File: config.mk
export PLATFORM = sky130hd
export DESIGN_NAME = host_serial_regif
export DESIGN_NICKNAME = d
export VERILOG_FILES = /design/src/rtl/host_serial_regif.sv
export SDC_FILE = /design/constraint.sdc
export NUM_CORES = 1
export LEC_CHECK = 0
export BUFFER_PORTS_ARGS = -buffer_cell sky130_fd_sc_hd__buf_4
export CAP_MARGIN = 10
export CELL_PAD_IN_SITES_DETAIL_PLACEMENT = 1
export CELL_PAD_IN_SITES_GLOBAL_PLACEMENT = 2
export CORE_MARGIN = 5
export CORE_UTILIZATION = 29
export DETAILED_ROUTE_END_ITERATION = 12
export PLACE_DENSITY_LB_ADDON = 0.1
export SLEW_MARGIN = 5
export SYNTH_ARGS = -nofsm -noshare
export SYNTH_HDL_FRONTEND = slang
export SYNTH_SLANG_ARGS = --single-unit
File: constraint.sdc
create_clock -name sclk -period 2.11 [get_ports sclk]
set_input_delay 0.3165 -clock sclk [delete_from_list [all_inputs] [get_ports sclk]]
set_output_delay 0.3165 -clock sclk [all_outputs]
set_load 0.05 [all_outputs]
File: src/rtl/host_serial_regif.sv
module host_serial_regif #(
  parameter int ADDR_W = 8,
  parameter int DATA_W = 16,
  parameter int OFF_W  = 5,
  parameter int NCH    = 4,
  parameter int unsigned ID_ADDR = 'h83,
  parameter int unsigned ID_VAL  = 'h8010
) (
  input  logic              sclk,
  input  logic              rst_n,
  input  logic              strobe_n,
  input  logic              sdata_in,
  output logic              sdata_out,
  output logic              sdata_oe,
  output logic [ADDR_W-1:0] rd_addr,
  input  logic [DATA_W-1:0] rd_data,
  output logic [NCH:0]      wr_sel,
  output logic [OFF_W-1:0]  wr_offset,
  output logic [DATA_W-1:0] wr_data
);
  localparam int HDR    = 2 + ADDR_W;
  localparam int LAST   = HDR + DATA_W;
  localparam int CNT_W  = $clog2(LAST + 2);
  localparam int IDX_W  = $clog2(DATA_W);
  localparam int PAGE_W = ADDR_W - OFF_W;
  localparam logic [CNT_W-1:0] C_HDR  = CNT_W'(HDR);
  localparam logic [CNT_W-1:0] C_LAST = CNT_W'(LAST);
  localparam logic [CNT_W-1:0] C_MAX  = '1;

  logic [CNT_W-1:0]  cnt;
  logic              rw_q, bc_q, oe_q, sdo_q;
  logic [ADDR_W-1:0] addr_q;
  logic [DATA_W-1:0] sh_q;
  logic [DATA_W-1:0] rd_val;
  logic [IDX_W-1:0]  ridx;
  logic [PAGE_W-1:0] page;
  logic              commit, is_id;

  assign is_id  = addr_q == ADDR_W'(ID_ADDR);
  assign rd_val = is_id ? DATA_W'(ID_VAL) : rd_data;
  assign ridx   = IDX_W'(C_LAST - cnt);
  assign page   = addr_q[ADDR_W-1:OFF_W];

  always_ff @(posedge sclk or negedge rst_n) begin
    if (!rst_n) begin
      cnt    <= '0;
      rw_q   <= 1'b0;
      bc_q   <= 1'b0;
      addr_q <= '0;
      sh_q   <= '0;
    end else if (strobe_n) begin
      cnt <= '0;
    end else begin
      if (cnt != C_MAX) cnt <= cnt + 1'b1;
      if (cnt == '0) rw_q <= sdata_in;
      if (cnt == CNT_W'(1)) bc_q <= sdata_in;
      if (cnt >= CNT_W'(2) && cnt < C_HDR) addr_q <= {addr_q[ADDR_W-2:0], sdata_in};
      if (rw_q && cnt == C_HDR) sh_q <= rd_val;
      else if (!rw_q && cnt >= C_HDR && cnt < C_LAST) sh_q <= {sh_q[DATA_W-2:0], sdata_in};
    end
  end

  always_ff @(negedge sclk or negedge rst_n) begin
    if (!rst_n) begin
      oe_q  <= 1'b0;
      sdo_q <= 1'b0;
    end else begin
      oe_q  <= !strobe_n && rw_q && cnt > C_HDR && cnt <= C_LAST;
      sdo_q <= sh_q[ridx];
    end
  end

  assign sdata_oe  = oe_q & ~strobe_n;
  assign sdata_out = sdo_q;

  assign commit = !strobe_n && !rw_q && cnt == C_LAST;

  for (genvar g = 0; g < NCH; g++) begin : g_chsel
    assign wr_sel[g] = commit && (bc_q || page == PAGE_W'(g));
  end
  assign wr_sel[NCH] = commit && !bc_q && page == PAGE_W'(NCH) && !is_id;

  assign wr_offset = addr_q[OFF_W-1:0];
  assign wr_data   = sh_q;
  assign rd_addr   = addr_q;


  oe_only_on_read_chk: assert property (@(posedge sclk) disable iff (!rst_n)
    oe_q |-> rw_q);


  wr_never_on_read_chk: assert property (@(posedge sclk) disable iff (!rst_n)
    (|wr_sel) |-> !rw_q && !oe_q);


  single_commit_chk: assert property (@(posedge sclk) disable iff (!rst_n)
    (|wr_sel) |=> !(|wr_sel));


  bcast_all_pages_chk: assert property (@(posedge sclk) disable iff (!rst_n)
    (bc_q && (|wr_sel)) |-> $countones(wr_sel) == NCH && !wr_sel[NCH]);


  page_unique_chk: assert property (@(posedge sclk) disable iff (!rst_n)
    !bc_q |-> $onehot0(wr_sel));


  id_readonly_chk: assert property (@(posedge sclk) disable iff (!rst_n)
    wr_sel[NCH] |-> !is_id);
endmodule

==> flow_summary.json, run 1 <==
{
  "synth_area_um2": 2066,
  "yosys-top-cells-count": "inv_1 (33), dfrtp_1 (31), o21ai_0 (17)",
  "synth_mux_area_share_pct": 18.84,
  "maxSlewHeadroom_pct": 70.95,
  "clock_sinks": 33,
  "top_layer_used": "met4",
  "dp_slack_ns": -0.8027,
  "grt-ovfl-total": 0,
  "area_growth_pct": 44.82,
  "grt_pass1_wl_um": 9832,
  "antenna_found_initial": 0,
  "synth_compound_area_share_pct": 13.81,
  "wl_met3_um": 258,
  "ys_seq_elements": 33,
  "cts_buffers": 5,
  "final_util_pct": 43.55,
  "power_w": 0.002484,
  "whs_ns": 0.3120,
  "critPathMaxFanout": 5,
  "worstMarginPinSlew_ns": 0.4345,
  "ant_nets": 0,
  "grt_start_max_net_pins": 23,
  "worstPathArrival_ns": 1.96,
  "num_antenna_cells": 0,
  "power.density_nw_per_um2": 830.4,
  "grt_pass1_vias": 1892,
  "peakVddDrop_mv": 0.4211,
  "clkTransAtPathRegs_ns": 0.07,
  "required_ns": 1.18,
  "violations": "negative setup slack",
  "route.met2.wl_um": 2914,
  "hold_path.class": "primary input to flip-flop",
  "avgViaCountPerCell": 4.696,
  "multi_input_area_um2": 1085,
  "dr.pass1.iters": 4,
  "setup_violations": 9,
  "total_leakage_power_nw": 1.498,
  "cap_viol_max_count": 0,
  "post_drt_wl_per_cell_um": 15.20,
  "root_buffer": "clkbuf_8",
  "synth_edf_count": 0,
  "yosys-top-cells-area": "dfrtp_1 (38%), mux2i_1 (7.8%), inv_1 (6.0%), o31a_1 (5.9%), mux4_2 (5.5%)",
  "htree_num_levels": 2,
  "synth_cells": 204,
  "drive_above_1_share_pct": 44.91,
  "criticalPathCategory": "flip-flop to flip-flop",
  "synthArstFlopShare_pct": 100.0,
  "nets": 309,
  "avgSynthCellArea_um2": 10.13,
  "remaining_drc_errors": 0,
  "die_h_um": 94.40,
  "final_hold_viol_count": 0,
  "synth_top_cell_by_area": "dfrtp_1",
  "report.final.slew_viol_count": 0,
  "synth_fa_ha_area_share_pct": 3.028,
  "grtUsageTotal_pct": 14.15,
  "io_pins": 56,
  "place.gp.congestion": 0.7558,
  "nFillCells": 782,
  "start_util_pct": 30.07,
  "clock_latency_ns": 0.29,
  "wl_um": 5792,
  "cp-start-kind": "flip-flop",
  "setup_ws_ns": -0.7863,
  "cts_tree": "yes",
  "wl_met1_um": 2558,
  "dieWidth_um": 94.40,
  "die_area_um2": 8911,
  "end_kind": "flip-flop",
  "synth_xor_area_share_pct": 2.120,
  "place_hpwl_um": 4442,
  "port_buffers": 55,
  "clock_skew_ns": 0.01359,
  "status": "complete, but fails checks",
  "synth_top_area_share_pct": 37.55,
  "rsz0062_at_grt": "true",
  "seq_area_um2": 825.8,
  "synth_ff_type": "dfrtp_1",
  "rows": 30,
  "synth_nets": 229,
  "synth.most_common_cell": "inv_1",
  "yosys.area_share.simple_pct": 9.570,
  "num_vias": 1789,
  "drtIter0Drc": 23,
  "synth_top_family_by_area": "multiplexers",
  "core-area_um2": 6869,
  "yosysWarnings": 0,
  "yosysSeqAreaShare_pct": 39.98,
  "cts_max_path_buffers": 2,
  "ys_types": 43
}
==> registers in the layout, summed over array words and instances, names as in the netlist <==
| name | cells |
|---|---|
| bc_q | 1 |
| cnt | 5 |
| oe_q | 1 |
| rd_addr | 8 |
| rw_q | 1 |
| sdata_out | 1 |
| wr_data | 16 |
==> cell families after synthesis <==
family          after synthesis
compound gates               41
flops                        33
simple gates                 36
mux                          31
fa+ha+maj                     5
buf+inv                      53
xor+xnor                      5
==> final cells by class <==
type / instances / area share [%]
Tap cell: 96 / 4.015
Clock buffer: 8 / 2.677
Inverter: 33 / 4.224
Sequential cell: 33 / 27.60
Multi-Input combinational cell: 118 / 36.26
Timing Repair Buffer: 93 / 25.22
==> cells in the final DEF, fill, tap and decap left out, types with 3 or more instances in the layout <==
cell | netlist | layout
buf_4 | 5 | 82
inv_1 | 33 | 31
dfrtp_1 | 31 | 31
o21ai_0 | 17 | 16
mux2i_1 | 16 | 16
o31a_1 | 14 | 14
mux2_2 | 9 | 9
nor2_1 | 11 | 7
buf_6 | 4 | 7
mux4_2 | 5 | 5
nand2_1 | 6 | 5
clkbuf_8 | 0 | 5
xor2_1 | 4 | 4
nor2_4 | 0 | 4
ha_1 | 5 | 4
a31oi_1 | 3 | 3
clkbuf_1 | 8 | 3
==> per-stage QoR <==
stage	TNS [ns]	cells	cell area, um^2
after floorplan	-1.468	204	2145
after global placement	-2.260	370	2803
after detailed placement	-2.203	370	2803
after CTS	-3.320	379	2955
after global routing	-4.428	381	2992
final	-3.292	381	2992
==> final timing paths <==
path	slack (ns)	start	depth (start not counted)	end
max	-0.79	cnt[0]	4	sdata_out
min	0.31	sdata_in	2	bc_q
max reg2reg	-0.79	cnt[0]	4	sdata_out
min reg2reg	0.60	rd_addr[1]	1	rd_addr[2]
max in group asynchronous	0.56	rst_n	2	sdata_out
min in group asynchronous	0.42	rst_n	2	bc_q
==> power breakdown <==
part           total, W  switching [W]  internal, W
logic           0.00115       0.000751     0.000396
clock network  0.000461       0.000227     0.000235
registers      0.000876       0.000142     0.000734
total           0.00248        0.00112      0.00136
==> timing repair <==
| action | 4_1_cts | 5_1_grt |
|---|---|---|
| pin swaps | 2 | 2 |
| hold endpoints to repair | 9 | 0 |
| hold buffers | 1 | 0 |
| buffers inserted | 0 | 2 |
| resized for setup | 12 | 7 |
| endpoints found under the setup margin | 24 | 25 |
==> layer usage <==
| layer | track usage, % | up-vias |
|---|---|---|
| met5 | 0 | - |
| met3 | 3.426 | 4 |
| li1 | - | 859 |
| met2 | 23.64 | 36 |
| met4 | 3.730 | 0 |
| met1 | 18.31 | 890 |
==> critical path, cell delays in order (launching register included) <==
cell and delay (ns):
dfrtp_1 0.39, inv_4 0.05, ha_4 0.30, mux4_2 0.49, mux4_2 0.46
(Power assumes the default switching activity.)
==> run 2: changes to the inputs <==
Settings changed: BUFFER_PORTS_ARGS -buffer_cell sky130_fd_sc_hd__buf_4 to -buffer_cell sky130_fd_sc_hd__buf_2, CTS_CLUSTER_SIZE set to 14.
==> run 2 against run 1 <==
The run still ends with negative setup slack left. Clock power about the same. Die area unchanged. Clock-buffer cell count unchanged. Worst setup slack got worse by 0.021 ns. Critical endpoint unchanged. Highest routed layer unchanged. Via count decreased by 3.8%.
==> flow_summary.json, run 2 (synthesized netlist as in run 1, its figures left out) <==
{
  "end_kind": "flip-flop",
  "report.final.slew_viol_count": 0,
  "final_hold_viol_count": 0,
  "place_hpwl_um": 4533,
  "wl_um": 5962,
  "ant_nets": 0,
  "area_growth_pct": 38.34,
  "critPathMaxStageDelay_ns": 0.50,
  "cap_viol_max_count": 0,
  "cpMostUsedCell": "mux4_2",
  "critPathMaxFanout": 4,
  "violations": "negative setup slack",
  "htree_num_levels": 2,
  "avgViaCountPerCell": 4.505,
  "crit_slowest_cell": "mux4_2",
  "post_drt_wl_per_cell_um": 15.61,
  "reg2reg_depth": 4,
  "stdcell_area_um2": 2858,
  "dr.pass1.iters": 2,
  "clock_skew_ns": 0.01047,
  "cts_max_path_buffers": 2,
  "path_depth": 4,
  "nets": 310,
  "grtUsageTotal_pct": 14.33,
  "rrSetupSlack_ns": -0.81,
  "power.density_nw_per_um2": 836.5,
  "peakVddDrop_mv": 0.4444,
  "antenna_found_initial": 0,
  "rows": 30,
  "grt-ovfl-total": 0,
  "die_area_um2": 8911,
  "required_ns": 1.17,
  "io_pins": 56,
  "place_inst": 373,
  "rr_endpoint": "sdata_out",
  "grt_start_max_net_pins": 22,
  "worstReg2RegStart": "cnt[0]",
  "largest_reg_flops": 16,
  "cts_buffers": 5,
  "ctsHoldBuffers": 0,
  "worstPathArrival_ns": 1.98,
  "dieWidth_um": 94.40,
  "start_util_pct": 30.07,
  "die_h_um": 94.40,
  "maxSlewHeadroom_pct": 69.26,
  "total_leakage_power_nw": 1.442,
  "drtIter0Drc": 37,
  "core-area_um2": 6869,
  "placed_area_um2": 2688,
  "cp-endpoint": "sdata_out",
  "cts_tree": "yes",
  "cp-start-kind": "flip-flop",
  "remaining_drc_errors": 0,
  "worstMarginPinSlew_ns": 0.4599,
  "setup_ws_ns": -0.8074,
  "setup_violations": 9,
  "dp_slack_ns": -0.8204,
  "path_delay_family": "multiplexers",
  "clock_sinks": 33,
  "grt_pass1_wl_um": 9867,
  "clock_latency_ns": 0.29,
  "nFillCells": 810,
  "num_antenna_cells": 0,
  "root_buffer": "clkbuf_8",
  "grt_pass1_vias": 1885,
  "hold_path.class": "primary input to async pin",
  "final_cells": 382,
  "crit_start": "cnt[0]",
  "clkTransAtPathRegs_ns": 0.07,
  "layout_commonest_cell": "buf_2",
  "status": "complete, but fails checks",
  "crit_buf_inv": 1,
  "cp_cell_sequence": "inv_4 > ha_4 > mux4_2 > mux4_2",
  "criticalPathCategory": "flip-flop to flip-flop",
  "port_buffers": 55,
  "num_vias": 1721,
  "final_cell_mix": "buf_2 (48), buf_4 (37), inv_1 (31), dfrtp_1 (31)",
  "place.gp.congestion": 0.7274,
  "drive_above_1_share_pct": 45.10,
  "rsz0062_at_grt": "true"
}
-- run 2: final cells by class --
class / count / area, um^2 / area share, %
well taps: 96 / 120.1 / 4.203
clock buffers: 8 / 80.08 / 2.802
flip-flops and latches: 33 / 825.8 / 28.90
multi-input cells: 118 / 1082 / 37.87
repair buffers: 94 / 623.1 / 21.80
inverters: 33 / 126.4 / 4.422
-- run 2: routing by layer --
layer / GRT usage [%] / wire (um)
met5: 0 / 0
met4: 2.527 / 15
met3: 3.187 / 209
met2: 24.17 / 2937
met1: 19.05 / 2800
-- run 2: metrics by stage --
| step | hold slack, ns | util [%] | setup TNS [ns] | total power (W) |
|---|---|---|---|---|
| 3_5_place_dp | 0.3941 | 39.13 | -2.860 | 0.001946 |
| 2_1_floorplan | 0.02091 | - | -1.468 | 0.001695 |
| 6_report | 0.06995 | 41.60 | -3.262 | 0.002390 |
| 3_3_place_gp | 0.3843 | 39.13 | -2.084 | 0.001939 |
| 5_1_grt | 0.08233 | 41.60 | -4.670 | 0.002532 |
| 4_1_cts | 0.08431 | 41.51 | -3.249 | 0.002436 |
-- run 2: where the power goes --
group | internal [W] | switching [W]
Clock | 0.000234 | 0.000223
Sequential | 0.000734 | 0.000133
Combinational | 0.000312 | 0.000753
Total | 0.00128 | 0.00111
-- run 2: how the worst min path moves through the flow --
stage | end | from | slack, ns | cells past startpoint
2_1_floorplan | bc_q | rst_n | 0.02 | 0
5_1_grt | wr_data[9] | rst_n | 0.08 | 2
3_3_place_gp | rd_addr[5] | rst_n | 0.38 | 2
3_5_place_dp | rd_addr[5] | rst_n | 0.39 | 2
6_report | wr_data[9] | rst_n | 0.07 | 2
4_1_cts | rd_addr[5] | rst_n | 0.08 | 2
-- run 2: what timing repair did --
item | 4_1_cts | 5_1_grt
endpoints found under the setup margin | 25 | 25
gates resized for setup | 18 | 3
pin swaps | 3 | 1
setup buffers | 1 | 0
==> run 3: changes to the inputs <==
Settings changed: CORE_ASPECT_RATIO set to 1.25.
==> run 3 against run 2 <==
The flow still finishes with violations (negative setup slack). Worst setup slack improved by 0.012 ns. Flip-flop and latch count did not move. Critical path type unchanged. Critical endpoint unchanged. Core utilization rose by 0.061 points. Combinational power barely moved. Routed wire length rose by 2.3%. First-iteration DRC count fell by 57%.
==> flow_summary.json, run 3 (synthesized netlist as in run 1, its figures left out) <==
{
  "avgViaCountPerCell": 4.717,
  "grt-ovfl-total": 0,
  "worstMarginPinSlew_ns": 0.4555,
  "power.density_nw_per_um2": 838.1,
  "grt_pass1_vias": 1942,
  "die_area_um2": 8922,
  "port_buffers": 55,
  "rows": 34,
  "route.met2.wl_um": 3263,
  "io_pins": 56,
  "nets": 313,
  "critPathMaxFanout": 4,
  "cts_buffers": 5,
  "final_hold_viol_count": 0,
  "place.gp.congestion": 0.7261,
  "num_antenna_cells": 0,
  "layout_commonest_cell": "buf_2",
  "dr.pass1.iters": 4,
  "die_h_um": 104.4,
  "required_ns": 1.18,
  "grtUsageTotal_pct": 14.40,
  "htree_num_levels": 2,
  "setup_ws_ns": -0.7952,
  "violations": "negative setup slack",
  "dp_slack_ns": -0.8091,
  "hold_path.class": "primary input to flip-flop",
  "grt_start_max_net_pins": 21,
  "drtIter0Drc": 16,
  "grt_pass1_wl_um": 10110,
  "rsz0062_at_grt": "true",
  "root_buffer": "clkbuf_8",
  "maxSlewHeadroom_pct": 69.56,
  "top_layer_used": "met4",
  "setup_violations": 9,
  "antenna_found_initial": 0,
  "cts_tree": "yes",
  "num_vias": 1783,
  "start_util_pct": 29.79,
  "total_leakage_power_nw": 1.460,
  "drive_above_1_share_pct": 45.83,
  "core-area_um2": 6934,
  "cap_viol_max_count": 0,
  "cts_max_path_buffers": 2,
  "wl_met3_um": 276,
  "wl_met1_um": 2510,
  "wl_um": 6101,
  "ant_nets": 0,
  "status": "complete, but fails checks",
  "peakVddDrop_mv": 0.4416,
  "clock_skew_ns": 0.01053,
  "clock_sinks": 33,
  "place_hpwl_um": 4684,
  "worstPathArrival_ns": 1.97,
  "post_drt_wl_per_cell_um": 16.14,
  "clock_latency_ns": 0.29,
  "end_kind": "flip-flop",
  "report.final.slew_viol_count": 0,
  "clkTransAtPathRegs_ns": 0.07,
  "final_cell_mix": "buf_2 (48), buf_4 (38), inv_1 (31), dfrtp_1 (31)",
  "largest_reg_flops": 16,
  "cp-start-kind": "flip-flop",
  "dieWidth_um": 85.49,
  "holdPathStages": 2,
  "remaining_drc_errors": 0,
  "reg2reg_depth": 4,
  "area_growth_pct": 39.85,
  "criticalPathCategory": "flip-flop to flip-flop",
  "final_util_pct": 41.66,
  "whs_ns": 0.3375
}
-- run 3: cell types whose count changed in the layout (fill, tap and decap cells not counted) --
cell,delta
dlygate4sd3_1,+1
nand2_2,-1
clkbuf_1,-2
buf_8,+1
ha_1,-1
clkbuf_8,+1
buf_4,+1
ha_2,+1
nand2_1,+1
-- run 3: cell type report --
type	count	area, um^2
clock buffers	7	86.33
fillers	807	4045
inverters	33	126.4
multi-input cells	118	1082
flip-flops and latches	33	825.8
well taps	90	112.6
repair buffers	97	655.6
-- run 3: critical path, stage by stage (launching register included) --
cell and delay, ns:
dfrtp_1 0.39, inv_4 0.05, ha_4 0.30, mux4_2 0.50
mux4_2 0.45
-- run 3: final timing paths --
check                      startpoint         end  slack, ns
max reg2reg                    cnt[0]   sdata_out      -0.80
min reg2reg                rd_addr[7]  rd_addr[7]       0.60
min in group asynchronous       rst_n        bc_q       0.49
max in group asynchronous       rst_n        oe_q       0.39
max                            cnt[0]   sdata_out      -0.80
min                          sdata_in        bc_q       0.34
-- run 3: power breakdown --
part	leakage [nW]	switching (W)	internal (W)	total [W]
combinational	1.06	0.000755	0.000314	0.00107
clock	0.0443	0.000229	0.000259	0.000487
sequential	0.359	0.000131	0.000734	0.000865
-- run 3: per-stage QoR --
step	instances	TNS (ns)	power, W	instance area, um^2
final	378	-3.516	0.002421	2889
after global routing	378	-4.988	0.002556	2889
after CTS	377	-3.700	0.002466	2875
after detailed placement	367	-5.270	0.001955	2680
after global placement	367	-4.608	0.001934	2680
after floorplan	204	-1.468	0.001695	2145
-- run 3: what timing repair did --
action,CTS,global route
buffers inserted,3,1
hold buffers,1,0
pin swaps,4,1
endpoints found under the hold margin,11,0
cloned,0,0
gates resized for setup,20,3
endpoints found under the setup margin,25,25
-- run 3: routing by layer --
layer,vias up,global-route usage [%]
met5,-,0
met4,0,3.620
met3,5,2.773
met2,45,26.44
met1,871,16.80
li1,862,-
